**config.mk**
```make
export PLATFORM = sky130hd
export DESIGN_NAME = uart_stat_baud
export DESIGN_NICKNAME = d
export VERILOG_FILES = /design/src/rtl/uart_sb_pkg.sv /design/src/rtl/uart_sb_sticky.sv /design/src/rtl/uart_sb_tick.sv /design/src/rtl/uart_stat_baud.sv
export SDC_FILE = /design/constraint.sdc
export NUM_CORES = 1
export LEC_CHECK = 0
export CAP_MARGIN = 20
export CORE_UTILIZATION = 40
export CTS_BUF_LIST = sky130_fd_sc_hd__clkbuf_16
export CTS_CLUSTER_DIAMETER = 40
export DETAILED_ROUTE_END_ITERATION = 10
export HOLD_SLACK_MARGIN = 0.12
export PLACE_DENSITY_LB_ADDON = 0.05
export SLEW_MARGIN = 30
export SYNTH_ARGS = -nofsm -noshare
export SYNTH_HDL_FRONTEND = slang
export SYNTH_HIERARCHICAL = 1
export SYNTH_SLANG_ARGS = --single-unit
```
**constraint.sdc**
```tcl
create_clock -name clk -period 1.35 [get_ports clk]
set_input_delay 0.135 -clock clk [delete_from_list [all_inputs] [get_ports clk]]
set_output_delay 0.135 -clock clk [all_outputs]
set_load 0.05 [all_outputs]
```
**src/rtl/uart_sb_pkg.sv**
```systemverilog
// Package: shared widths and register bit positions for the UART
// status and baud selector. Assumes an 8-bit register.
package uart_sb_pkg;
    localparam int REG_W     = 8;
    localparam int FLAG_CNT  = 3;
    localparam int BIT_FRAME = 7;
    localparam int BIT_OVRN  = 6;
    localparam int BIT_COLL  = 5;
    localparam int BIT_DBL   = 4;
    localparam int TXS_LO    = 2;
    localparam int RXS_LO    = 0;
    localparam int SEL_W     = 2;
endpackage

```
**src/rtl/uart_sb_sticky.sv**
```systemverilog
// Module: one sticky status flag. A set input has priority over a clear
// request in the same cycle. Assumes set and clr are one cycle wide.
module uart_sb_sticky (
    input  logic clk,
    input  logic rst_n,
    input  logic set,
    input  logic clr,
    output logic q
);
    // Flag register: set has priority, then clear, else hold.
    always_ff @(posedge clk) begin
        if (!rst_n)   q <= 1'b0;
        else if (set) q <= 1'b1;
        else if (clr) q <= 1'b0;
    end

    p_hold_r5: assert property (@(posedge clk) disable iff (!rst_n)
        (q && !clr) |=> q);
    p_set_wins_r6: assert property (@(posedge clk) disable iff (!rst_n)
        set |=> q);
endmodule

```
**src/rtl/uart_sb_tick.sv**
```systemverilog
// Module: one baud tick path. It picks one of NSRC overflow strobes and
// can pass only every second pulse. The phase clears when the select
// changes. Output is registered, so it lags the strobe by one cycle.
module uart_sb_tick #(
    parameter int NSRC = 4,
    localparam int SW  = (NSRC > 1) ? $clog2(NSRC) : 1
) (
    input  logic            clk,
    input  logic            rst_n,
    input  logic [NSRC-1:0] ovf,
    input  logic [SW-1:0]   sel,
    input  logic            bypass,
    output logic            tick
);
    logic          pulse;
    logic          phase;
    logic [SW-1:0] sel_last;
    logic          chg;

    // Source mux: the selected overflow strobe.
    always_comb pulse = ovf[sel];
    // Detect a new select value.
    always_comb chg = (sel != sel_last);

    // Phase, last-select and tick registers.
    always_ff @(posedge clk) begin
        if (!rst_n) begin
            phase    <= 1'b0;
            sel_last <= '0;
            tick     <= 1'b0;
        end else if (chg) begin
            phase    <= 1'b0;
            sel_last <= sel;
            tick     <= 1'b0;
        end else begin
            if (pulse) phase <= ~phase;
            tick <= pulse && (bypass || phase);
        end
    end

    p_tick_src_r8: assert property (@(posedge clk) disable iff (!rst_n)
        tick |-> $past(pulse));
    p_first_blocked_r9: assert property (@(posedge clk) disable iff (!rst_n)
        (pulse && !bypass && !phase && !chg) |=> !tick);
    p_sel_reset_r10: assert property (@(posedge clk) disable iff (!rst_n)
        chg |=> !phase);
endmodule

```
**src/rtl/uart_stat_baud.sv**
```systemverilog
// Module: UART status flags and baud tick selector (top).
// It holds three sticky error flags and a 5-bit configuration in one
// 8-bit register, and drives the transmit and receive tick paths.
// Assumes all strobes are synchronous to clk and one cycle wide.
module uart_stat_baud
    import uart_sb_pkg::*;
#(
    parameter int NSRC = 4
) (
    input  logic             clk,
    input  logic             rst_n,
    input  logic [NSRC-1:0]  tmr_ovf,
    input  logic             rx_done,
    input  logic             rx_stop,
    input  logic             buf_rd,
    input  logic             tx_busy,
    input  logic             data_wr,
    input  logic             reg_wr,
    input  logic [REG_W-1:0] reg_wdata,
    output logic [REG_W-1:0] reg_rdata,
    output logic             tx_tick,
    output logic             rx_tick
);
    localparam int CFG_W = BIT_DBL + 1;

    logic [CFG_W-1:0]    cfg;
    logic                buf_full;
    logic [FLAG_CNT-1:0] fset, fclr, fq;
    logic [1:0]          ticks;

    // Config register: the bits below the flags, written directly.
    always_ff @(posedge clk) begin
        if (!rst_n)      cfg <= '0;
        else if (reg_wr) cfg <= reg_wdata[CFG_W-1:0];
    end

    // Receive buffer occupancy: filled by a byte, emptied by a read.
    always_ff @(posedge clk) begin
        if (!rst_n)       buf_full <= 1'b0;
        else if (rx_done) buf_full <= 1'b1;
        else if (buf_rd)  buf_full <= 1'b0;
    end

    // Set conditions (index 2 = frame, 1 = overrun, 0 = collision).
    always_comb begin
        fset[2] = rx_done && !rx_stop;
        fset[1] = rx_done && buf_full && !buf_rd;
        fset[0] = data_wr && tx_busy;
        fclr    = {FLAG_CNT{reg_wr}} & ~reg_wdata[BIT_COLL +: FLAG_CNT];
    end

    genvar gi;
    generate
        for (gi = 0; gi < FLAG_CNT; gi++) begin : g_flag
            uart_sb_sticky u_flag (
                .clk(clk), .rst_n(rst_n),
                .set(fset[gi]), .clr(fclr[gi]), .q(fq[gi])
            );
        end
        for (gi = 0; gi < 2; gi++) begin : g_tick
            uart_sb_tick #(.NSRC(NSRC)) u_tick (
                .clk(clk), .rst_n(rst_n), .ovf(tmr_ovf),
                .sel(cfg[(gi == 0 ? TXS_LO : RXS_LO) +: SEL_W]),
                .bypass(cfg[BIT_DBL]), .tick(ticks[gi])
            );
        end
    endgenerate

    // Read data: flags on top, config below.
    always_comb begin
        reg_rdata = '0;
        reg_rdata[BIT_COLL +: FLAG_CNT] = fq;
        reg_rdata[CFG_W-1:0]            = cfg;
        tx_tick = ticks[0];
        rx_tick = ticks[1];
    end

    p_reset_zero_r1: assert property (@(posedge clk)
        !rst_n |=> (reg_rdata == '0 && !tx_tick && !rx_tick));
    p_frame_r2: assert property (@(posedge clk) disable iff (!rst_n)
        (rx_done && !rx_stop) |=> reg_rdata[BIT_FRAME]);
    p_coll_r4: assert property (@(posedge clk) disable iff (!rst_n)
        (data_wr && tx_busy) |=> reg_rdata[BIT_COLL]);
    p_cfg_rb_r7: assert property (@(posedge clk) disable iff (!rst_n)
        reg_wr |=> reg_rdata[CFG_W-1:0] == $past(reg_wdata[CFG_W-1:0]));
endmodule

```
# Yosys cells after proc, flatten, opt, wreduce, memory -nomap -nowiden

Cells that the tools add are included.

Magnitude comparators: 2
Equal/unequal tests: 2
Muxes and demuxes: 12
Bitwise logic cells: 5
Reduce and logical (&&, ||, !) cells: 16

Operator list:

| kind                                                        | number |
|---|---|
| 2-to-1 mux 1 bit                                            | 10 |
| nonzero test 2 bit                                          | 4 |
| logical AND 1 bit                                           | 6 |
| less-than comparator 2 x 3 -> 1 bit (second input constant) | 2 |
| binary-select mux 1 bit (select 2 bit)                      | 2 |
| != test 2 bit                                               | 2 |
| OR reduction 2 bit                                          | 2 |
| bitwise AND 3 bit                                           | 1 |
| inverter 1 bit                                              | 3 |
| inverter 3 bit                                              | 1 |
| logical NOT 1 bit                                           | 2 |
| logical OR 1 bit                                            | 2 |

Flip-flop bits (word level): 17
Output and inout bits: 10

# Depth between registers and ports, before layout

Gate-level depths: netlist of the first run.

Depth in word-level cells: 4
Gate-level depth with buffers: 4
Gate-level depth less buffers: 3

# Hierarchy

The synthesis of the first run kept the hierarchy.

Modules (own cells, without submodules):

| module         | instances | cells an instance | area each (µm²) | sequential area each (µm²) |
|---|---|---|---|---|
| uart_sb_tick   | 2         | 14                | 160.2           | 80.1 |
| uart_stat_baud | 1         | 25                | 264.0           | 120.1 |
| uart_sb_sticky | 3         | 3                 | 41.3            | 20.0 |

# Worst setup path before layout of the first run

OpenSTA, ideal clock, no wires.

Path type: register to register
Start point: register cfg[2]
End point: register g_tick[0].u_tick.phase
Library setup time: 115 ps
Arrival: 1457 ps
Setup slack: -222 ps
Cell stages (with the launch flop): 4
Path buffers: 0
Clock period less this slack: 1572 ps
Cell sequence: dfxtp_1 > mux4_2 > xnor2_1 > nor2_1

Longest elaborated chain between the ends: 2
Elaborated cells on any way between the ends: 4

Ends and longest elaborated chain:

| item                                                                                | RTL line                               | text |
|---|---|---|
| start, declared                                                                     | uart_stat_baud.sv:26                   | `logic [CFG_W-1:0] cfg;` |
| start signal, assigned                                                              | uart_stat_baud.sv:34                   | `else if (reg_wr) cfg <= reg_wdata[CFG_W-1:0];` |
| binary-select mux 1 bit (select 2 bit) / != test 2 bit (equally long branches)      | uart_sb_tick.sv:21, uart_sb_tick.sv:23 |  |
| 2-to-1 mux 1 bit (implied by the code) / OR reduction 2 bit (equally long branches) | n/a                                    |  |
| end signal, assigned                                                                | uart_sb_tick.sv:36                     | `if (pulse) phase <= ~phase;` |
| end, declared                                                                       | uart_sb_tick.sv:16                     | `logic phase;` |

Several ways; a longest one is shown, not always the timed one. The select of a mux whose other input is x is not followed.
A chain may end at the register's enable or synchronous reset.

# Final worst setup path of the first run

Start point: register cfg[0]
End point: register g_tick[1].u_tick.phase

Longest elaborated chain between the ends: 2
Elaborated cells on any way between the ends: 4

Ends and longest elaborated chain:

| item                                                                                | RTL line |
|---|---|
| binary-select mux 1 bit (select 2 bit) / != test 2 bit (equally long branches)      | uart_sb_tick.sv:21, uart_sb_tick.sv:23 |
| 2-to-1 mux 1 bit (implied by the code) / OR reduction 2 bit (equally long branches) | n/a |
| end signal, assigned                                                                | uart_sb_tick.sv:36 |
| end, declared                                                                       | uart_sb_tick.sv:16 |

Several ways; a longest one is shown, not always the timed one. The select of a mux whose other input is x is not followed.

==> results of run 1 <==
## report_power, final
| group | leakage, nW | switching (mW) | internal [mW] |
|---|---|---|---|
| logic | 0.290 | 0.114 | 0.170 |
| registers | 0.142 | 0.0334 | 0.534 |
| clock network | 0.0423 | 0.176 | 0.392 |
| total | 0.474 | 0.324 | 1.10 |
## state kept, by name, indices dropped and copies added, names as in the netlist
name,count
g_tick.u_tick/phase,2
g_flag.u_flag/q,3
buf_full,1
cfg,5
g_tick.u_tick/sel_last,4
g_tick.u_tick/tick,2
## critical path, stage by stage (launching register included)
cell	delay, ns
dfxtp_4	0.38
mux4_2	0.53
xnor2_1	0.16
nor2_1	0.05
## per-stage QoR
stage	power, mW	instance area (sq um)
2_1_floorplan	0.708	718
3_3_place_gp	0.854	1130
3_5_place_dp	0.858	1130
4_1_cts	1.44	1210
5_1_grt	1.48	1210
6_report	1.42	1210
## synth_stat cells
cell,instances,area (sq um)
and2_2,2,15.0
and2_1,4,25.0
o21ai_0,2,10.0
nand3_1,2,10.0
nor2_1,4,15.0
mux2i_1,5,50.1
nor2b_4,3,41.3
xnor2_1,6,52.6
o21a_1,4,30.0
dfxtp_1,17,340
nor2b_1,10,62.6
buf_6,1,11.3
mux4_2,2,45.0
## cell families (layout without fill, tap and decap cells)
| logic type | count (synthesis) | count (layout) | share of synthesized area, % |
|---|---|---|---|
| muxes | 7 | 7 | 13.4 |
| AOI/OAI and AO/OA | 6 | 6 | 5.65 |
| and+or+nand+nor | 25 | 25 | 23.8 |
| DFF | 17 | 17 | 48.1 |
| buffers and inverters | 1 | 35 | 1.59 |
| xor gates and xnor gates | 6 | 6 | 7.42 |
## cell usage in the layout (no fill, tap or decap), drive strengths merged
master,count
nand3,2
mux2i,5
clkdlybuf4s50,19
buf,12
inv,1
clkbuf,3
o21ai,2
nor2b,13
and2,6
o21a,4
mux4,2
nor2,4
dfxtp,17
xnor2,6
## layer usage
metal	vias to the layer above	global-route usage, %	share of wire [%]
met1	246	18.3	41
met5	-	0	0
met3	2	4.08	8.2
met2	27	28.5	50
met4	0	10.9	1.4
li1	274	-	-
## worst max-delay path by stage
stage | from | to | slack (ns) | cells after the start
6_report | cfg[0]$_SDFFE_PN0P_ | g_tick[1].u_tick/phase$_SDFFE_PP0P_ | 0.12 | 3
5_1_grt | cfg[2]$_SDFFE_PN0P_ | g_tick[0].u_tick/phase$_SDFFE_PP0P_ | 0.08 | 3
4_1_cts | cfg[2]$_SDFFE_PN0P_ | g_tick[0].u_tick/phase$_SDFFE_PP0P_ | 0.12 | 3
3_5_place_dp | tmr_ovf[0] | g_tick[0].u_tick/phase$_SDFFE_PP0P_ | -0.01 | 4
3_3_place_gp | tmr_ovf[3] | g_tick[1].u_tick/phase$_SDFFE_PP0P_ | 0.02 | 4
2_1_floorplan | cfg[2]$_SDFFE_PN0P_ | g_tick[0].u_tick/phase$_SDFFE_PP0P_ | 0.08 | 3
## final cells by class
| class | count | area (sq um) |
|---|---|---|
| multi-input combinational | 44 | 357 |
| fill | 112 | 365 |
| clock inverter | 1 | 3.75 |
| clock buffer | 3 | 75.1 |
| sequential | 17 | 350 |
| tap | 16 | 20.0 |
| timing repair buffer | 31 | 405 |
==> results.toml, run 1 <==
[worst_setup_path]
cp-end-kind = "register"
cp_data_arrival_time_ns = 1.37
ff2ff_setup_slack_ns = 0.12
reg2reg_depth = 3
required_ns = 1.49
worstReg2RegStart = "cfg[0]$_SDFFE_PN0P_"
worstPathMaxFanout = 5
critPathKind = "reg -> reg"
rr_endpoint = "g_tick[1].u_tick/phase$_SDFFE_PP0P_"
crit_path_start_kind = "register"

[clocking]
cts.repair.resized = 0
clock-root-buffer = "clkbuf_16"
htree_levels = 1
cts_setup_buffers = 0
clkSinkCount = 17
postCtsHoldBufs = 0
numCtsBuffers = 3
cts_buffer_depth = 2
cts.clk_slew.worst_paths_ns = 0.05
clk_latency_ns = 0.24
cts_tree = "yes"

[sta]
report.final.hold_viol_count = 0
fin_skew_ns = 0.00113
drv_slew = 0
finalSetupTns_ns = 0
finalWorstSetupSlack_ns = 0.122
final-setup-viol-count = 0
period_needed_ns = 1.23
whs_ns = 0.500
rsz0062_at_grt = "no"
relSlewSlack_pct = 85.6
fin_crit_sh_pct = 91.0
fmax_ghz = 0.814
worstMarginPinSlew_ns = 0.213

[global_route]
antenna_found_initial = 0
grt_pass1_vias = 536
grt.total_usage_pct = 16.7
overflow = 0
grt_pass1_wl_um = 2260
grt_max_degree = 16

[hold_path]
whs_endpoint = "cfg[1]$_SDFFE_PN0P_"
hold_depth = 3
hold_path.class = "in -> reg"
holdCritStartpoint = "reg_wdata[1]"

[pwr]
leakagePower_nw = 0.474
powerDensity_nw_per_um2 = 1170
peakVddDrop_mv = 0.837

[floorplan]
die_w_um = 44.1
die_y_um = 44.1
die-area_sq_um = 1940
initial_core_util_pct = 44.9
ios = 30
row_count = 14
fp.coreArea_sq_um = 1580

[job]
maxCapViolCount = 0

[finish]
post-route-util_pct = 76.8
layout.nets = 117
stdcell_count = 112
area_delta_synth_final_pct = 71.0
drive_gt1_share_pct = 27.1
antenna-diode-count = 0

[placed_design]
place_congestion = 0.675
io_buffers = 29
dp_slack_ns = -0.0122
dpl.hpwl_um = 1000
placed_cells = 108

[synthesis]
synthCells = 62
syn-num-nets = 82
yosysWarnings = 6
yosysSeqAreaShare_pct = 48.1
yosysUniqueCellTypes = 13
syn_area_per_cell_sq_um = 11.4
synth_area_sq_um = 708
ys_ff_latch = 17

[routing]
drc = 3
routedWlPerCell_um = 12.6
vias = 549
drt_iter0_markers = 4
via_per_inst = 4.90
dr.pass1.iters = 6
ant_nets = 0
routed_wirelength_um = 1410

[status]
status = "finished, violations left"
violations = "design-rule violations"
No activity file was read; power rests on OpenSTA's default activity.
==> inputs of run 2 (changes only) <==
Settings changed: SKIP_LAST_GASP set to 1, SLEW_MARGIN 30 to 15.
==> results of run 2 <==
Same layout as run 1: the final DEF is identical, and so are final timing and power.
